[config.mk]
export PLATFORM = sky130hd
export DESIGN_NAME = mcu_timer_pair
export DESIGN_NICKNAME = d
export VERILOG_FILES = /design/src/rtl/tmr_pkg.sv /design/src/rtl/tmr_tick_gen.sv /design/src/rtl/tmr_channel.sv /design/src/rtl/mcu_timer_pair.sv
export SDC_FILE = /design/constraint.sdc
export NUM_CORES = 1
export LEC_CHECK = 0
export BUFFER_PORTS_ARGS = -buffer_cell sky130_fd_sc_hd__buf_2
export CORE_ASPECT_RATIO = 0.7
export CORE_MARGIN = 3
export CORE_UTILIZATION = 50
export CTS_CLUSTER_DIAMETER = 60
export DETAILED_ROUTE_END_ITERATION = 16
export GPL_ROUTABILITY_DRIVEN = 0
export PLACE_DENSITY_LB_ADDON = 0.08
export SLEW_MARGIN = 20
export SYNTH_ARGS = -nofsm -noshare
export SYNTH_HDL_FRONTEND = slang
export SYNTH_SLANG_ARGS = --single-unit
[constraint.sdc]
create_clock -name clk -period 2.95 [get_ports clk]
set_input_delay 0.59 -clock clk [delete_from_list [all_inputs] [get_ports clk]]
set_output_delay 0.59 -clock clk [all_outputs]
set_load 0.03 [all_outputs]
[src/rtl/tmr_pkg.sv]
package tmr_pkg;

    parameter int BYTE_W   = 8;
    parameter int ADDR_W   = 3;
    parameter int NCH      = 2;
    parameter int TICK_DIV = 12;
    parameter int PRE_BITS = 5;

    typedef enum logic [1:0] {
        MODE_13    = 2'b00,
        MODE_16    = 2'b01,
        MODE_8AR   = 2'b10,
        MODE_SPLIT = 2'b11
    } tmr_mode_e;

    // Per-channel slice of the mode word: bit 2 source, bits 1..0 mode
    typedef struct packed {
        logic      ext_src;
        tmr_mode_e mode;
    } ch_cfg_t;

    localparam logic [ADDR_W-1:0] ADR_CTRL = 3'd0;
    localparam logic [ADDR_W-1:0] ADR_FLAG = 3'd5;

    function automatic ch_cfg_t cfg_slice(input logic [BYTE_W-1:0] ctrl, input int ch);
        return ch_cfg_t'(ctrl[4*ch +: 3]);
    endfunction

    function automatic logic [ADDR_W-1:0] lo_addr(input int ch);
        return ADDR_W'(1 + 2 * ch);
    endfunction

    function automatic logic [ADDR_W-1:0] hi_addr(input int ch);
        return ADDR_W'(2 + 2 * ch);
    endfunction

endpackage

[src/rtl/tmr_tick_gen.sv]
module tmr_tick_gen #(
    parameter int DIV  = 12,
    parameter int NEXT = 2
) (
    input  logic            clk,
    input  logic            rst,
    input  logic [NEXT-1:0] ext_in,
    output logic            mach_tick,
    output logic [NEXT-1:0] ext_tick
);
    localparam int DW = (DIV > 1) ? $clog2(DIV) : 1;
    localparam logic [DW-1:0] LAST = DW'(DIV - 1);

    logic [DW-1:0] div_q;

    always_ff @(posedge clk) begin
        if (rst)                div_q <= '0;
        else if (div_q == LAST) div_q <= '0;
        else                    div_q <= div_q + 1'b1;
    end

    assign mach_tick = (div_q == LAST);

    for (genvar g = 0; g < NEXT; g++) begin : g_sync
        logic meta_q, sync_q, prev_q;
        always_ff @(posedge clk) begin
            if (rst) begin
                meta_q <= 1'b0;
                sync_q <= 1'b0;
                prev_q <= 1'b0;
            end else begin
                meta_q <= ext_in[g];
                sync_q <= meta_q;
                prev_q <= sync_q;
            end
        end
        assign ext_tick[g] = sync_q & ~prev_q;
    end
endmodule

[src/rtl/tmr_channel.sv]
module tmr_channel
    import tmr_pkg::*;
#(
    parameter int W        = 8,
    parameter int PB       = 5,
    parameter bit SPLIT_OK = 1'b1
) (
    input  logic      clk,
    input  logic      rst,
    input  tmr_mode_e mode,
    input  logic      en_lo,
    input  logic      en_hi,
    input  logic      wr_lo,
    input  logic      wr_hi,
    input  logic [W-1:0] wr_data,
    output logic [W-1:0] cnt_lo,
    output logic [W-1:0] cnt_hi,
    output logic      ovf_lo,
    output logic      ovf_hi
);
    localparam logic [W-1:0]   ONES    = '1;
    localparam logic [PB-1:0]  PRE_MAX = '1;

    logic [W-1:0] lo_q, hi_q, lo_d, hi_d;

    always_comb begin
        lo_d   = lo_q;
        hi_d   = hi_q;
        ovf_lo = 1'b0;
        ovf_hi = 1'b0;
        case (mode)
            MODE_13: if (en_lo) begin
                if (lo_q[PB-1:0] == PRE_MAX) begin
                    lo_d[PB-1:0] = '0;
                    hi_d         = hi_q + 1'b1;
                    ovf_lo       = (hi_q == ONES);
                end else begin
                    lo_d[PB-1:0] = lo_q[PB-1:0] + 1'b1;
                end
            end
            MODE_16: if (en_lo) begin
                {hi_d, lo_d} = {hi_q, lo_q} + 1'b1;
                ovf_lo       = (hi_q == ONES) && (lo_q == ONES);
            end
            MODE_8AR: if (en_lo) begin
                if (lo_q == ONES) begin
                    lo_d   = hi_q;
                    ovf_lo = 1'b1;
                end else begin
                    lo_d = lo_q + 1'b1;
                end
            end
            MODE_SPLIT: if (SPLIT_OK) begin
                if (en_lo) begin
                    lo_d   = lo_q + 1'b1;
                    ovf_lo = (lo_q == ONES);
                end
                if (en_hi) begin
                    hi_d   = hi_q + 1'b1;
                    ovf_hi = (hi_q == ONES);
                end
            end
            default: ;
        endcase
        if (wr_lo) lo_d = wr_data;
        if (wr_hi) hi_d = wr_data;
    end

    always_ff @(posedge clk) begin
        if (rst) begin
            lo_q <= '0;
            hi_q <= '0;
        end else begin
            lo_q <= lo_d;
            hi_q <= hi_d;
        end
    end

    assign cnt_lo = lo_q;
    assign cnt_hi = hi_q;
endmodule

[src/rtl/mcu_timer_pair.sv]
module mcu_timer_pair
    import tmr_pkg::*;
#(
    parameter int TICK_DIV_P = tmr_pkg::TICK_DIV,
    parameter int PRE_BITS_P = tmr_pkg::PRE_BITS
) (
    input  logic              clk,
    input  logic              rst,
    input  logic              wr_en,
    input  logic [ADDR_W-1:0] wr_addr,
    input  logic [BYTE_W-1:0] wr_data,
    input  logic [ADDR_W-1:0] rd_addr,
    output logic [BYTE_W-1:0] rd_data,
    input  logic [NCH-1:0]    run,
    input  logic [NCH-1:0]    ext_evt,
    input  logic [NCH-1:0]    int_ack,
    output logic [NCH-1:0]    ovf_flag
);
    logic [BYTE_W-1:0]            ctrl_q;
    ch_cfg_t                      cfg [NCH];
    logic                         mach_tick;
    logic [NCH-1:0]               ext_tick;
    logic [NCH-1:0]               en_lo, en_hi, wr_lo, wr_hi, ovf_lo, ovf_hi;
    logic [NCH-1:0][BYTE_W-1:0]   cnt_lo, cnt_hi;
    logic [NCH-1:0]               flag_set, flag_clr;
    logic [NCH-1:0]               flag_q;
    logic                         ch0_split;
    tmr_mode_e                    ch0_mode;

    always_ff @(posedge clk) begin
        if (rst)                                   ctrl_q <= '0;
        else if (wr_en && wr_addr == ADR_CTRL)     ctrl_q <= wr_data;
    end

    tmr_tick_gen #(.DIV(TICK_DIV_P), .NEXT(NCH)) tick_i (
        .clk      (clk),
        .rst      (rst),
        .ext_in   (ext_evt),
        .mach_tick(mach_tick),
        .ext_tick (ext_tick)
    );

    assign ch0_mode  = cfg[0].mode;
    assign ch0_split = (ch0_mode == MODE_SPLIT);

    for (genvar g = 0; g < NCH; g++) begin : g_ch
        assign cfg[g]   = cfg_slice(ctrl_q, g);
        assign en_lo[g] = run[g] & (cfg[g].ext_src ? ext_tick[g] : mach_tick);
        assign wr_lo[g] = wr_en && (wr_addr == lo_addr(g));
        assign wr_hi[g] = wr_en && (wr_addr == hi_addr(g));

        if (g == 0) begin : g_split_hi
            // Upper half of channel 0 borrows run bit 1 when split
            assign en_hi[g] = ch0_split ? (run[1] & mach_tick) : en_lo[g];
        end else begin : g_plain_hi
            assign en_hi[g] = en_lo[g];
        end

        tmr_channel #(.W(BYTE_W), .PB(PRE_BITS_P), .SPLIT_OK(g == 0)) ch_i (
            .clk    (clk),
            .rst    (rst),
            .mode   (cfg[g].mode),
            .en_lo  (en_lo[g]),
            .en_hi  (en_hi[g]),
            .wr_lo  (wr_lo[g]),
            .wr_hi  (wr_hi[g]),
            .wr_data(wr_data),
            .cnt_lo (cnt_lo[g]),
            .cnt_hi (cnt_hi[g]),
            .ovf_lo (ovf_lo[g]),
            .ovf_hi (ovf_hi[g])
        );

        assign flag_clr[g] = int_ack[g] | (wr_en && (wr_addr == ADR_FLAG) && wr_data[g]);

        always_ff @(posedge clk) begin
            if (rst)               flag_q[g] <= 1'b0;
            else if (flag_set[g])  flag_q[g] <= 1'b1;
            else if (flag_clr[g])  flag_q[g] <= 1'b0;
        end
    end

    assign flag_set[0] = ovf_lo[0];
    assign flag_set[1] = ch0_split ? ovf_hi[0] : (ovf_lo[1] | ovf_hi[1]);
    assign ovf_flag    = flag_q;

    always_comb begin
        rd_data = '0;
        case (rd_addr)
            ADR_CTRL:   rd_data = ctrl_q;
            lo_addr(0): rd_data = cnt_lo[0];
            hi_addr(0): rd_data = cnt_hi[0];
            lo_addr(1): rd_data = cnt_lo[1];
            hi_addr(1): rd_data = cnt_hi[1];
            ADR_FLAG:   rd_data = BYTE_W'(flag_q);
            default:    rd_data = '0;
        endcase
    end
endmodule

==> run summary <==
Primary FF master, synth - dfxtp_1
most common cell after layout, fill and taps aside - nor2_1
Synth top area share - 27.4%
post-synthesis sequential area ratio - 27.4%
Diodes inserted - 0
root buf cell - clkbuf_8
post-DP HPWL - 9390 µm
Iter 0 DRT Violations - 583
CTS tree - yes
setup violators final - 0
GR Util All Layers - 28.9%
Simple-Gate Fraction of Synth Area - 29.7%
ANT nets after route - 0
slowest CP cell - or4_1
CP peak stage delay - 550 ps
Compound-Gate Fraction of Synth Area - 23.2%
Max Freq - 0.358 GHz
post-synthesis mux area share - 5.67%
Post-synth EDFFs - 0
Synth area leaders - dfxtp_1 (27%), nor2_1 (5.3%), ha_1 (5.3%)
Max H-tree Level - 2
vias in the first global route - 3663
sw frac - 29.7%
final worst-path cycle share - 94.6%
clock slew at reported path FFs - 110 ps
MaxCap Viol Count - 0
Post-Synth Adder-Cell Area - 5.28%
hold crit path type - flop to flop
clock network power share - 30.2%
reg2reg start - g_ch[0].ch_i.cnt_lo[0]
Worst EP required - 3170 ps
DIE WIDTH - 110 µm
Vert. Die Dim - 78.9 µm
xor and xnor area share after synthesis - 3.46%
Critical Path Sink Type - flop
unrepaired setup endpoints after global routing - false
clk_skew - 16.0 ps
Tmin final - 2790 ps
Worst R2R Setup Slack - 160 ps
synthesis-to-layout area growth - 8.67%
via count of the routed design - 4106
most frequent cells in the layout - nor2_1 (54), nand2_1 (53), dfxtp_1 (52)
Port Buffers - 32
relative slew slack - 49.6%
Min-Delay Startpoint - tick_i.g_sync[0].meta_q
die area - 8680 µm²
crit-path cells - ha_1 -> nand3_1 -> inv_1 -> ha_1 -> inv_1 -> a222oi_1 -> buf_4 -> o21ai_2 -> or4_1 -> a311oi_1
FF/Latch Area - 1040 µm²
fillers - 646
#FFs+latches synth - 52
clk sinks - 52
PwrDens - 334 nW/µm²
count of different cell masters after synthesis - 68
average routed wire per standard cell - 20.5 µm
Tot Pwr - 1380 µW
leading area contributor after synthesis - dfxtp_1
Clock Tree Buf Depth - 2
largest net degree at the start of global routing - 23
path type of the worst setup path - flop to flop
Reg-to-Reg End - g_ch[0].ch_i.cnt_hi[5]
Syn Nets - 535
layout cells sized above 1 - 12.4%
Fin Setup TNS - 0 ps
Mapped Avg Cell Area - 7.65 µm²
Post-Syn Area - 3790 µm²
Final #Nets - 555
total wire length - 12600 µm
mean number of vias per cell - 6.72
Top Ports - 33
# rows - 25
largest fanout on the critical path - 10
VDD IR max - 220 µV
Critical Path Start Type - flop
proportion of power drawn by combinational gates - 14.7%
YS warnings - 0
R2R depth - 10
sequential power share - 55.1%
clock latency on the worst-skew pair - 310 ps
Synth async-reset ratio - 0%
clock buffer count from CTS - 5
gr ovfl total - 0
CP arrival - 3010 ps
area of the multi-input gates - 2550 µm²
TritonRoute pass-1 iters - 5
Starting Density - 53.9%
status - finished, final reports clean
Hold Fails Final Rpt - 0
Net Sw Power - 409 µW
internal power - 968 µW
DRC viols - 0
first-pass GRT wire length - 19400 µm
hold endpoint - tick_i.g_sync[0].sync_q
max-slew violations - 0
Core Area - 7040 µm²
initial antenna violation count - 0
Worst Hold Depth - 1
Syn Inst Count - 496
Leak - 0.00152 µW
largest family of logic cells by synthesized area - simple AND/OR/NAND/NOR gates
Slew @ Worst Pin - 753 ps
==> cell type report <==
cell class	count	share of cell area [%]
multi-input cells	393	62.0
flip-flops and latches	52	25.3
repair buffers	43	5.89
well taps	94	2.85
inverters	21	1.91
clock buffers	5	1.67
clock inverters	3	0.455
==> worst max path at each step <==
| stage | to | start | cells past startpoint | slack [ps] |
|---|---|---|---|---|
| final | g_ch[0].ch_i.cnt_hi[5] | g_ch[0].ch_i.cnt_lo[0] | 10 | 160 |
| after global routing | g_ch[0].ch_i.cnt_hi[5] | g_ch[0].ch_i.cnt_lo[0] | 10 | 70 |
| after CTS | g_ch[0].ch_i.cnt_hi[5] | g_ch[0].ch_i.cnt_lo[0] | 9 | 30 |
| after detailed placement | g_ch[0].ch_i.cnt_hi[5] | g_ch[0].ch_i.cnt_lo[0] | 9 | 80 |
| after global placement | g_ch[0].ch_i.cnt_hi[7] | g_ch[0].ch_i.cnt_lo[0] | 9 | 310 |
| after floorplan | rd_data[4] | rd_addr[1] | 6 | 280 |
==> synth_stat cells (all sizes together) (8+ instances only) <==
master / number
nand4: 16
inv: 21
a211oi: 12
nor3: 9
nor2b: 10
clkbuf: 23
a311oi: 9
dfxtp: 52
o31ai: 8
mux2i: 11
a21oi: 28
ha: 16
nand3: 26
nand2: 53
nor2: 55
o21ai: 24
xnor2: 11
==> layer usage <==
layer	up-vias	GRT usage, %	routed length, µm
met2	267	41.3	5120
met1	1941	43.9	5760
met5	-	0	0
met3	12	7.80	1580
li1	1886	-	-
met4	0	4.18	94
==> flip-flops by register name (all words and copies together), names as in the netlist <==
name / cells
ctrl_q: 8
g_ch.ch_i.cnt_hi: 16
g_ch.ch_i.cnt_lo: 16
ovf_flag: 2
tick_i.div_q: 4
tick_i.g_sync.meta_q: 2
tick_i.g_sync.prev_q: 2
tick_i.g_sync.sync_q: 2
==> stage by stage <==
step	instances	util [%]	area, µm²	hold WS (ps)	setup WS, ps
6_report	611	58.6	4120	448	159
5_1_grt	611	58.6	4120	468	71.2
4_1_cts	610	58.4	4110	456	29.9
3_5_place_dp	602	57.2	4020	429	83.3
3_3_place_gp	602	57.2	4020	418	310
2_1_floorplan	496	-	3790	414	280
==> power by group through the flow <==
| stage | Combinational, µW | Clock, µW | Sequential, µW |
|---|---|---|---|
| floorplan | 128 | 0 | 761 |
| finish | 203 | 416 | 758 |
| global route | 219 | 457 | 761 |
| global placement | 192 | 0 | 772 |
| CTS | 196 | 422 | 756 |
| detailed placement | 195 | 0 | 773 |
==> repair_timing <==
item	in CTS	in global routing
endpoints found under the setup margin	0	7
hold buffers	0	0
gates resized for setup	0	1
buffers inserted	0	1
==> worst max-delay path, delay by kind of cell (launching register included) <==
family | cells | cell delay [ps]
fa+ha+maj | 2 | 430
buf+inv | 3 | 440
simple gates | 2 | 710
flops | 1 | 360
compound gates | 3 | 750
==> kinds of logic (layout without fill, tap and decap cells) <==
group,after synthesis,in the layout
multiplexers,17,17
XOR/XNOR,15,15
adder cells (fa/ha/maj),16,16
buffers and inverters,51,72
AND/OR/NAND/NOR,217,217
AO/OA/AOI/OAI,128,128
flip-flops,52,52
Power figures use the tool's default switching activity.
